$ cat src/rtl/stride_copy.sv
module stride_copy #(
  parameter int AW    = 32,
  parameter int SW    = 24,
  parameter int LW    = 12,
  parameter int DEPTH = 4
) (
  input  logic          clk,
  input  logic          rst_n,
  input  logic          start,
  input  logic          gap_en,
  input  logic [AW-1:0] src_base,
  input  logic [AW-1:0] dst_base,
  input  logic [SW-1:0] size_bytes,
  input  logic [LW-1:0] src_width,
  input  logic [LW-1:0] src_gap,
  input  logic [LW-1:0] dst_width,
  input  logic [LW-1:0] dst_gap,
  output logic          rd_valid,
  input  logic          rd_ready,
  output logic [AW-1:0] rd_addr,
  input  logic          rd_rvalid,
  input  logic [127:0]  rd_rdata,
  output logic          wr_valid,
  input  logic          wr_ready,
  output logic [AW-1:0] wr_addr,
  output logic [127:0]  wr_data,
  output logic          busy,
  output logic          done,
  output logic          err,
  output logic          irq
);
  localparam int BW = SW - 4;
  localparam int PW = (DEPTH > 1) ? $clog2(DEPTH) : 1;
  localparam int CW = $clog2(DEPTH + 1);

  logic          gap_q;
  logic [LW-1:0] sw_q, sg_q, dw_q, dg_q, rd_col, wr_col;
  logic [BW-1:0] beats_q, rd_cnt, wr_cnt;
  logic [CW-1:0] count, fill;
  logic [PW-1:0] wp, rp;
  logic [127:0]  mem [DEPTH];

  wire params_ok = gap_en ? (size_bytes >= SW'(192) && src_width != '0 && dst_width != '0)
                          : (size_bytes >= SW'(16));
  wire go       = start && !busy;
  wire rd_fire  = rd_valid && rd_ready;
  wire wr_fire  = wr_valid && wr_ready;
  wire rd_wrap  = gap_q && (rd_col == sw_q - 1'b1);
  wire wr_wrap  = gap_q && (wr_col == dw_q - 1'b1);
  wire last_wr  = wr_fire && (wr_cnt == beats_q - 1'b1);

  assign rd_valid = busy && (rd_cnt != beats_q) && (count < CW'(DEPTH));
  assign wr_valid = (fill != '0);
  assign wr_data  = mem[rp];

  always_ff @(posedge clk) begin
    if (rd_rvalid) mem[wp] <= rd_rdata;
  end

  always_ff @(posedge clk or negedge rst_n) begin
    if (!rst_n) begin
      busy <= 1'b0; done <= 1'b0; err <= 1'b0; irq <= 1'b0;
      gap_q <= 1'b0; sw_q <= '0; sg_q <= '0; dw_q <= '0; dg_q <= '0;
      beats_q <= '0; rd_cnt <= '0; wr_cnt <= '0; rd_col <= '0; wr_col <= '0;
      rd_addr <= '0; wr_addr <= '0; count <= '0; fill <= '0; wp <= '0; rp <= '0;
    end else begin
      irq <= 1'b0;
      if (go) begin
        if (params_ok) begin
          busy <= 1'b1; done <= 1'b0; err <= 1'b0;
          gap_q <= gap_en; sw_q <= src_width; sg_q <= src_gap;
          dw_q <= dst_width; dg_q <= dst_gap;
          beats_q <= size_bytes[SW-1:4];
          rd_cnt <= '0; wr_cnt <= '0; rd_col <= '0; wr_col <= '0;
          rd_addr <= src_base; wr_addr <= dst_base;
        end else begin
          done <= 1'b1; err <= 1'b1; irq <= 1'b1;
        end
      end
      if (rd_fire) begin
        rd_cnt  <= rd_cnt + 1'b1;
        rd_col  <= rd_wrap ? '0 : rd_col + 1'b1;
        rd_addr <= rd_addr + AW'(16) + (rd_wrap ? AW'({sg_q, 4'b0000}) : '0);
      end
      if (wr_fire) begin
        wr_cnt  <= wr_cnt + 1'b1;
        wr_col  <= wr_wrap ? '0 : wr_col + 1'b1;
        wr_addr <= wr_addr + AW'(16) + (wr_wrap ? AW'({dg_q, 4'b0000}) : '0);
        rp      <= (rp == PW'(DEPTH - 1)) ? '0 : rp + 1'b1;
      end
      if (rd_rvalid) wp <= (wp == PW'(DEPTH - 1)) ? '0 : wp + 1'b1;
      count <= count + CW'(rd_fire) - CW'(wr_fire);
      fill  <= fill + CW'(rd_rvalid) - CW'(wr_fire);
      if (last_wr) begin
        busy <= 1'b0; done <= 1'b1; irq <= 1'b1;
      end
    end
  end
endmodule

$ cat config.mk
export PLATFORM = sky130hd
export DESIGN_NAME = stride_copy
export DESIGN_NICKNAME = d
export VERILOG_FILES = /design/src/rtl/stride_copy.sv
export SDC_FILE = /design/constraint.sdc
export NUM_CORES = 1
export LEC_CHECK = 0
export BUFFER_PORTS_ARGS = -buffer_cell sky130_fd_sc_hd__buf_4
export CAP_MARGIN = 20
export CORE_ASPECT_RATIO = 1.5
export CORE_MARGIN = 3
export CORE_UTILIZATION = 45
export CTS_CLUSTER_SIZE = 8
export DETAILED_ROUTE_END_ITERATION = 6
export PLACE_DENSITY = 0.68
export SYNTH_ARGS = -nofsm -noshare
export SYNTH_HDL_FRONTEND = slang
export SYNTH_SLANG_ARGS = --single-unit
$ cat constraint.sdc
create_clock -name clk -period 6.9 [get_ports clk]
set_input_delay 0.69 -clock clk [delete_from_list [all_inputs] [get_ports clk]]
set_output_delay 0.69 -clock clk [all_outputs]
set_load 0.02 [all_outputs]
==> results of run 1 <==
[final timing paths]
| check | startpoint | to | slack (ps) | cells past startpoint |
|---|---|---|---|---|
| setup / recovery | sw_q[0]$_DFFE_PN0P_ | rd_addr[25]$_DFFE_PN0P_ | 760 | 21 |
| max in group asynchronous | rst_n | rp[1]$_DFFE_PN0P_ | 5270 | 2 |
| setup reg to reg | sw_q[0]$_DFFE_PN0P_ | rd_addr[25]$_DFFE_PN0P_ | 760 | 21 |
| min in group clk | rd_rdata[118] | mem[0][118]$_DFFE_PP_ | 210 | 1 |
| hold reg to reg | dg_q[5]$_DFFE_PN0P_ | dg_q[5]$_DFFE_PN0P_ | 460 | 2 |
| hold / removal | rst_n | wr_addr[17]$_DFFE_PN0P_ | 110 | 1 |
[worst max-delay path, stage by stage, from the launching register on]
cell and delay [ps]:
dfrtp_1 420, inv_1 100, ha_1 210, or4b_4 520, o41a_1 360, a311o_1 340
a21bo_1 210, a2111oi_4 660, nand2_1 120, ha_1 200, inv_1 50, ha_1 180
inv_1 70, fa_1 390, nand2b_1 180, a21oi_1 180, o21ai_0 150, o21ai_0 350
a31oi_1 430, or4_1 640, nand3_1 100, o211ai_1 120
[cells in the final DEF (no fill, tap or decap), types with 48 or more instances in the layout]
master	netlist	routed
edfxtp_1	512	512
buf_4	0	484
nor2_1	94	94
nand3_1	64	64
xnor2_1	68	68
mux4_2	128	128
ha_1	64	64
a21oi_1	49	48
o21ai_0	101	101
dfrtp_1	211	209
nand2_1	343	342
clkbuf_16	0	100
[metal layers]
| metal | wire, µm | vias to the layer above | share of wire [%] |
|---|---|---|---|
| met5 | 69 | - | 0.087 |
| met4 | 2780 | 10 | 3.5 |
| met3 | 8380 | 157 | 11 |
| met2 | 39300 | 695 | 50 |
| met1 | 28700 | 10100 | 36 |
| li1 | - | 9130 | - |
[final cells by class]
| cell class | instances | area [µm²] |
|---|---|---|
| diodes | 8 | 20.0 |
| inverters | 43 | 161 |
| multi-input cells | 1307 | 9960 |
| fillers | 5474 | 29800 |
| clock inverters | 8 | 191 |
| clock buffers | 114 | 2550 |
| repair buffers | 490 | 3720 |
| well taps | 892 | 1120 |
| flip-flops and latches | 723 | 20700 |
[state kept, by name, summed over array words and instances, names as in the netlist, 12 cells and up]
register	count
mem	512
rd_addr	32
wr_addr	32
beats_q	20
rd_cnt	20
wr_cnt	20
dg_q	12
dw_q	12
rd_col	12
sg_q	12
sw_q	12
wr_col	12
[Yosys cell counts, types with 6 or more instances]
master and number:
or3_1 15, nor2b_1 9, nand3_1 64, a311oi_1 7, or4_1 6, a22oi_1 6, nand2b_1 9, nor3_1 34
mux2i_1 11, nand4_1 14, a21oi_1 49, and2_1 29, o211ai_1 12, ha_1 64, a22o_1 7, xnor2_1 68
clkbuf_1 83, a21o_1 18, nor4_1 22, nor2_1 94, o21ai_0 101, o22ai_1 6, dfrtp_1 211, mux4_2 128
nand2_1 343, xor2_1 43, and3_1 35, o31ai_1 13, a211oi_1 14, edfxtp_1 512, buf_1 15, a31oi_1 16
a221o_1 8, inv_1 43, o311ai_0 7
[cells by family after synthesis]
family | count (synthesis)
AO/OA/AOI/OAI | 292
XOR/XNOR | 111
flip-flops | 723
buffers and inverters | 142
AND/OR/NAND/NOR | 696
adder cells (fa/ha/maj) | 68
multiplexers | 140
[power by group through the flow]
stage	clock network, mW	registers, mW	logic (mW)
after global placement	0	6.53	5.71
after global routing	4.63	6.65	6.25
after floorplan	0	6.47	3.59
after CTS	4.46	6.53	5.84
after detailed placement	0	6.59	5.79
final	4.34	6.53	5.75
[metrics by stage]
step | std cells | area, µm² | total power [mW]
after floorplan | 2172 | 31100 | 10.1
after global placement | 3453 | 35600 | 12.2
after detailed placement | 3454 | 35600 | 12.4
after CTS | 3576 | 38400 | 16.8
after global routing | 3579 | 38400 | 17.5
final | 3585 | 38400 | 16.6
==> out/metrics.csv, run 1 <==
metric,value,unit
min_period_over_period,89.0,%
area_growth,23.4,%
num_rows,117,
gr-total-overflow,0,
synthMuxAreaShare,9.65,%
viasPerCell,5.60,
yosysTopAreaCellShare,49.4,%
cts_tree,done,
setup_viol,0,
dieWidth,221,µm
fmax,163,MHz
synth_compound_area_share,6.07,%
rsz0062_at_grt,no,
numClockSinks,723,
gr-usage-all-layers,22.0,%
worst_ep_required_time,7370,ps
firstDrtPassIters,5,
root_buffer,clkbuf_16,
timing.final.max_slew_violations,0,
groute.layer.met2.usage,36.5,%
yosys.area_share.simple,10.2,%
first_iter_violations,1418,
busiest_layer,met2,
ys_top_cells_by_area,"edfxtp_1 (49%), dfrtp_1 (17%), mux4_2 (9.3%), nand2_1 (4.1%), ha_1 (2.6%)",
yosys.area_share.adder,2.83,%
grt_max_degree,129,
hpwl,53400,µm
ys_ff_latch,723,
peakVddDrop,308,µV
dieArea,72400,µm²
arrival,6610,ps
grt_pass1_wl,122000,µm
syn_area_per_cell,14.3,µm²
comb_power_share,34.6,%
io_buffer_count,464,
slew_headroom,27.2,%
power_frac_clock,26.1,%
synth_fp_nets,2511,
internal-power,10.8,mW
top_level_ports,469,
period_minus_slack,6140,ps
critPathCaptureType,register,
synthXorXnorAreaFrac,3.12,%
fin_ws,758,ps
hold_viol,0,
gr-usage-met1,25.4,%
p_per_area,433,nW/µm²
hp-class,input port to asynchronous set/reset pin,
cts.clk_slew.worst_paths,50,ps
yosysSeqAreaShare,66.4,%
synth_ff_type,edfxtp_1,
postSynthCellCount,2172,
met3_usage,9.23,%
routabilityCongestion,0.898,
syn_area,31100,µm²
num_vias,20100,
critPathLaunchType,register,
fin_worst_skew,44.8,ps
worst-setup-path-type,register to register,
drv_cap,0,
worst_pin_slew,1090,ps
grt_pass1_vias,21100,
antenna_left,0,
switching_power,5.82,mW
run_status,"complete, no violations",
yosys_warnings,0,
post_cts_resized,0,
routedWlPerCell,22.1,µm
postCtsSetupBuffers,0,
total_leakage_power,15.2,nW
cts_buffers,100,
insertion_delay,640,ps
core-area,68200,µm²
nets,3004,
cts_max_level,3,
fin_util,56.3,%
antenna_found_initial,12,
clockBufferDepth,3,
switching_share,35.0,%
drive_gt1_share,27.8,%
synth_top_area_cell,edfxtp_1,
tns,0,ps
cts_hold_buf,0,
synth_edf_count,512,
crit_fanout,12,
start_util,45.6,%
drc,0,
die_h,328,µm
pwr-share-seq,39.3,%
pre_cts_ws,852,ps
worst_hold_slack,106,ps
wl,79200,µm
synth.distinct_cells,67,
synth_top_family_by_area,simple AND/OR/NAND/NOR gates,
async_flop_share,29.2,%
(Power assumes the default switching activity.)
==> inputs of run 2 (changes only) <==
==> config.mk (replaced) <==
export PLATFORM = sky130hd
export DESIGN_NAME = stride_copy
export DESIGN_NICKNAME = d
export VERILOG_FILES = /design/src/rtl/stride_copy.sv
export SDC_FILE = /design/constraint.sdc
export NUM_CORES = 1
export LEC_CHECK = 0
export CAP_MARGIN = 20
export CORE_ASPECT_RATIO = 1.5
export CORE_MARGIN = 3
export CORE_UTILIZATION = 45
export CTS_CLUSTER_SIZE = 8
export DETAILED_ROUTE_END_ITERATION = 6
export DONT_BUFFER_PORTS = 1
export PLACE_DENSITY = 0.63
export SYNTH_ARGS = -nofsm -noshare
export SYNTH_HDL_FRONTEND = slang
export SYNTH_SLANG_ARGS = --single-unit
==> run 2 against run 1 <==
The flow now finishes with violations (negative hold slack). Die area did not move. Combinational power is 22% lower. Worst setup slack improved by 110 ps. Global-route usage fell by 1.3 points. Non-clock buffer count fell by 463. Fmax up 1.9%. Wire length fell by 4.7%. Flip-flop and latch count stayed put. Critical path depth increased by 1. Count of clock-buffer cells in the layout increased by 1. Register-to-register slack improved by 110 ps. Largest cell class unchanged.
==> out/metrics.csv, run 2 (synthesis gave the netlist of run 1 again) <==
metric,value,unit,change
num_rows,117,,unchanged
cts.clk_slew.worst_paths,50,ps,about the same
min_period_over_period,87.4,%,-1.6 points
root_buffer,clkbuf_16,,
insertion_delay,660,ps,+20 ps
top_regs,"mem (512), rd_addr (32), wr_addr (32)",,
setup_viol,0,,unchanged
mostFrequentLayoutCell,edfxtp_1,,
fin_area,34900,µm²,-9.1%
first_iter_violations,1334,,-5.9%
switching_power,5.62,mW,-3.4%
largest_register,mem,,
cts_max_level,3,,unchanged
gr-total-overflow,0,,unchanged
num_vias,18300,,-8.7%
antenna_left,0,,unchanged
internal-power,9.99,mW,-7.4%
timing.final.max_slew_violations,0,,unchanged
critPathLaunchType,register,,
period_minus_slack,6030,ps,-112 ps
run_status,"finished, violations left",,
comb_power_share,28.8,%,-5.8 points
top_level_ports,469,,unchanged
dieWidth,221,µm,unchanged
total_leakage_power,12.9,nW,-15%
drv_cap,0,,unchanged
layout_common_cells,"edfxtp_1 (512), nand2_1 (342), dfrtp_1 (209)",,
pwr-share-seq,43.0,%,+3.7 points
cts_tree,done,,
die_h,328,µm,unchanged
grt_max_degree,212,,+64%
dp_cells,2990,,-13%
clockBufferDepth,3,,unchanged
gr-usage-all-layers,20.7,%,-1.3 points
fillers,5657,,+3.3%
crit_fanout,17,,+5
grt_pass1_wl,114000,µm,-7.0%
hold_viol,18,,+18
cts_buffers,100,,unchanged
grt_pass1_vias,19000,,-9.9%
viasPerCell,5.88,,+5.0%
peakVddDrop,328,µV,+6.5%
largest_reg_flops,512,,unchanged
fin_util,51.2,%,-5.1 points
routabilityCongestion,0.892,,-0.69%
dieArea,72400,µm²,unchanged
firstDrtPassIters,7,,+2
rsz0062_at_grt,no,,
p_per_area,447,nW/µm²,+3.3%
fin_cells,3119,,-13%
violations,negative hold slack,,
hpwl,50500,µm,-5.4%
critPathCaptureType,register,,
routedWlPerCell,24.2,µm,+9.5%
switching_share,36.0,%,+0.97 points
core-area,68200,µm²,unchanged
worst_ep_required_time,7410,ps,+40 ps
placed_area,32100,µm²,-9.9%
drive_gt1_share,12.8,%,-15 points
fin_worst_skew,30.8,ps,-14.0 ps
power_frac_clock,28.2,%,+2.1 points
numClockSinks,723,,unchanged
worst-setup-path-type,register to register,,
drc,0,,unchanged
io_buffer_count,0,,-100%
post_cts_resized,0,,unchanged
fmax,166,MHz,+1.9%
tns,0,ps,unchanged
hp-class,input port to asynchronous set/reset pin,,
antenna_found_initial,5,,-7
nets,2541,,-15%
slew_headroom,15.8,%,-11 points
worst_pin_slew,1260,ps,+173 ps
area_growth,12.2,%,
wl,75500,µm,-4.7%
worst_hold_slack,-20.0,ps,-126 ps
arrival,6540,ps,-70 ps
start_util,45.6,%,unchanged
[run 2: changes by cell type in the layout (fill, tap and decap cells not counted), sizes merged]
cell / delta
clkbuf: +2
buf: -464
diode: -4
inv: +1
bufinv: +1
clkinv: -2
[run 2: timing repair]
action,CTS,global route
setup buffers,0,0
endpoints found under the hold margin,211,0
hold buffers,1,0
[run 2: final timing paths]
check,depth (start not counted),slack [ps],startpoint,to
min in group clk,0,120,rd_rdata[102],mem[2][102]$_DFFE_PP_
worst max register to register,22,870,sw_q[0]$_DFFE_PN0P_,rd_addr[25]$_DFFE_PN0P_
worst min register to register,1,470,count[2]$_DFF_PN0_,count[2]$_DFF_PN0_
worst min-delay path,1,-20,rst_n,wr_addr[19]$_DFFE_PN0P_
max in group asynchronous,1,5750,rst_n,rp[1]$_DFFE_PN0P_
worst max-delay path,22,870,sw_q[0]$_DFFE_PN0P_,rd_addr[25]$_DFFE_PN0P_
[run 2: layout make-up]
| class | instances | area (µm²) | share of cell area, % |
|---|---|---|---|
| sequential | 723 | 20700 | 59.2 |
| multi-input combinational | 1307 | 9960 | 28.5 |
| clock buffer | 115 | 2560 | 7.33 |
| tap | 892 | 1120 | 3.20 |
| timing repair buffer | 27 | 233 | 0.667 |
| clock inverter | 8 | 206 | 0.591 |
| inverter | 43 | 161 | 0.462 |
| antenna | 4 | 10.0 | 0.0287 |
[run 2: power groups by stage]
| stage | clock (mW) | combinational, mW | sequential (mW) |
|---|---|---|---|
| final | 4.40 | 4.50 | 6.72 |
| after CTS | 4.51 | 4.58 | 6.73 |
| after global placement | 0 | 4.44 | 6.74 |
| after floorplan | 0 | 3.59 | 6.47 |
| after global routing | 4.66 | 4.91 | 6.83 |
| after detailed placement | 0 | 4.52 | 6.79 |
[run 2: routing by layer]
metal | track usage, % | vias up | share of wire [%]
met5 | 0 | - | 0
met4 | 8.39 | 0 | 3.4
met3 | 8.81 | 144 | 11
met2 | 33.8 | 764 | 49
met1 | 24.1 | 9219 | 37
li1 | - | 8202 | -
[run 2: critical path, cell delays in order (launching register included)]
cell	delay (ps)
dfrtp_1	430
inv_1	90
ha_1	200
or4b_4	500
o41a_1	360
a311o_1	330
a21bo_1	190
a2111oi_4	330
buf_4	270
nand2_1	80
ha_1	200
inv_1	70
ha_1	190
inv_1	70
fa_1	400
nand2b_1	180
a21oi_1	200
o21ai_0	160
o21ai_0	350
a31oi_1	430
or4_1	640
nand3_1	100
o211ai_1	90
[run 2: per-stage QoR]
stage	worst slack, ps	total power, mW	hold slack (ps)
detailed placement	921	11.3	399
finish	870	15.6	-20.0
global placement	1030	11.2	399
CTS	863	15.8	65.4
floorplan	1170	10.1	394
global route	492	16.4	86.4
==> inputs of run 3 (changes only) <==
--- a/config.mk
+++ b/config.mk
@@ -5,7 +5,6 @@
 export SDC_FILE = /design/constraint.sdc
 export NUM_CORES = 1
 export LEC_CHECK = 0
-export CAP_MARGIN = 20
 export CORE_ASPECT_RATIO = 1.5
 export CORE_MARGIN = 3
 export CORE_UTILIZATION = 45
==> constraint.sdc (replaced) <==
create_clock -name clk -period 7.2 [get_ports clk]
set_input_delay 0.72 -clock clk [delete_from_list [all_inputs] [get_ports clk]]
set_output_delay 0.72 -clock clk [all_outputs]
set_load 0.02 [all_outputs]
==> run 3 against run 2 <==
The flow now finishes without violations. Global-route usage is 0.18 points higher. Power is 4.3% lower. Flip-flop and latch count stayed put. Critical endpoint is now rd_addr[27]$_DFFE_PN0P_. Largest cell class unchanged.
==> out/metrics.csv, run 3 (synthesis gave the netlist of run 1 again) <==
metric,value,unit,change
first_iter_violations,1382,,+3.6%
largest_reg_flops,512,,unchanged
dieArea,72400,µm²,unchanged
die_h,328,µm,unchanged
routedWlPerCell,24.2,µm,-0.14%
period_minus_slack,5970,ps,-61.1 ps
hold_viol,0,,-18
post_cts_resized,0,,unchanged
cts.clk_slew.worst_paths,60,ps,about the same
antenna_left,0,,unchanged
worst_ep_required_time,7790,ps,+380 ps
grt_pass1_wl,114000,µm,+0.64%
critPathLaunchType,register,,
num_vias,18200,,-0.75%
nets,2539,,-0.079%
hpwl,50100,µm,-0.77%
routabilityCongestion,0.904,,+1.4%
dieWidth,221,µm,unchanged
hp-class,input port to asynchronous set/reset pin,,
fillers,5611,,-0.81%
worst-setup-path-type,register to register,,
min_period_over_period,82.9,%,-4.5 points
cts_hold_buf,1,,unchanged
crit_fanout,17,,unchanged
root_buffer,clkbuf_16,,
timing.final.max_slew_violations,0,,unchanged
rsz0062_at_grt,no,,
fin_area,34900,µm²,about the same
p_per_area,428,nW/µm²,-4.3%
fmax,168,MHz,+1.0%
drv_cap,0,,unchanged
mostFrequentLayoutCell,edfxtp_1,,
placed_area,32100,µm²,about the same
clockBufferDepth,3,,unchanged
fin_worst_skew,46.7,ps,+15.9 ps
cts_max_level,3,,unchanged
setup_viol,0,,unchanged
critPathLaunch,sw_q[0]$_DFFE_PN0P_,,
pwr-share-seq,43.9,%,+0.9 points
top_regs,"mem (512), rd_addr (32), wr_addr (32)",,
gr-usage-all-layers,20.9,%,+0.18 points
area_growth,12.2,%,about the same
r2r_start,sw_q[0]$_DFFE_PN0P_,,
comb_power_share,28.0,%,-0.8 points
met3_usage,10.8,%,+2.0 points
start_util,45.6,%,unchanged
slew_headroom,11.9,%,-3.9 points
cts_tree,done,,
switching_power,5.38,mW,-4.3%
num_rows,117,,unchanged
busiest_layer,met2,,
switching_share,36.0,%,about the same
drc,0,,unchanged
grt_max_degree,212,,unchanged
worst_pin_slew,1320,ps,+53.3 ps
firstDrtPassIters,5,,-2
power_frac_clock,28.1,%,about the same
wl,75400,µm,about the same
arrival,6560,ps,+20 ps
grt_pass1_vias,19200,,+0.94%
numClockSinks,723,,unchanged
tns,0,ps,unchanged
internal-power,9.56,mW,-4.3%
total_leakage_power,12.9,nW,about the same
gr-total-overflow,0,,unchanged
layout_common_cells,"edfxtp_1 (512), nand2_1 (342), dfrtp_1 (209)",,
drive_gt1_share,12.8,%,-0.039 points
top_level_ports,469,,unchanged
antenna_found_initial,10,,+5
largest_register,mem,,
peakVddDrop,324,µV,-1.1%
viasPerCell,5.83,,-0.81%
gr-usage-met1,23.2,%,-0.91 points
critPathCaptureType,register,,
core-area,68200,µm²,unchanged
io_buffer_count,0,,unchanged
run_status,"complete, no violations",,
postCtsSetupBuffers,0,,unchanged
insertion_delay,650,ps,about the same
cts_buffers,101,,+1.0%
groute.layer.met2.usage,34.3,%,+0.55 points
## run 3: worst paths after layout
kind / cells past startpoint / slack (ps) / endpoint
worst max-delay path: 22 / 1230 / rd_addr[27]$_DFFE_PN0P_
worst min-delay path: 1 / 60 / wr_addr[9]$_DFFE_PN0P_
worst max register to register: 22 / 1230 / rd_addr[27]$_DFFE_PN0P_
worst min register to register: 2 / 470 / dg_q[3]$_DFFE_PN0P_
max in group asynchronous: 1 / 6080 / rd_addr[14]$_DFFE_PN0P_
min in group clk: 0 / 150 / mem[0][3]$_DFFE_PP_
## run 3: metrics by stage
stage | power (mW) | setup slack [ps] | std cells | utilization, % | hold WS (ps)
3_5_place_dp | 10.9 | 1290 | 2988 | 47.0 | 429
2_1_floorplan | 9.64 | 1470 | 2172 | - | 424
5_1_grt | 15.8 | 897 | 3117 | 51.2 | 101
6_report | 14.9 | 1230 | 3121 | 51.2 | 57.3
3_3_place_gp | 10.7 | 1340 | 2988 | 47.0 | 429
4_1_cts | 15.2 | 1260 | 3114 | 51.2 | 86.3
## run 3: layout make-up
class	count	area [µm²]	share of cell area, %
multi-input combinational	1307	9960	28.5
clock inverter	9	200	0.573
tap	892	1120	3.20
clock buffer	116	2580	7.40
antenna	7	17.5	0.0502
timing repair buffer	24	213	0.609
inverter	43	161	0.462
sequential	723	20700	59.2
## run 3: critical path: stages, from the launching register on
cell and delay (ps):
dfrtp_1 420, inv_1 90, ha_1 200, or4b_4 520, o41a_1 340, a311o_1 320, a21bo_1 190, a2111oi_4 340
buf_4 270, nand2_1 80, ha_1 200, inv_1 60, ha_1 180, inv_1 60, fa_1 400, nand2b_1 180
a21oi_1 190, o21ai_0 160, o21ai_0 350, a31oi_1 420, or3_1 550, o31ai_1 270, a21o_1 120
## run 3: power by group through the flow
stage                     Clock (mW)  Combinational (mW)  Sequential [mW]
after global routing            4.50                4.59             6.69
after global placement             0                4.13             6.58
after detailed placement           0                4.22             6.64
after CTS                       4.33                4.27             6.57
after floorplan                    0                3.44             6.20
final                           4.20                4.19             6.56
## run 3: metal layers
layer | up-vias | wire (µm)
met4 | 6 | 2270
met5 | - | 43
met2 | 685 | 37300
met1 | 9154 | 26500
li1 | 8203 | -
met3 | 144 | 9360
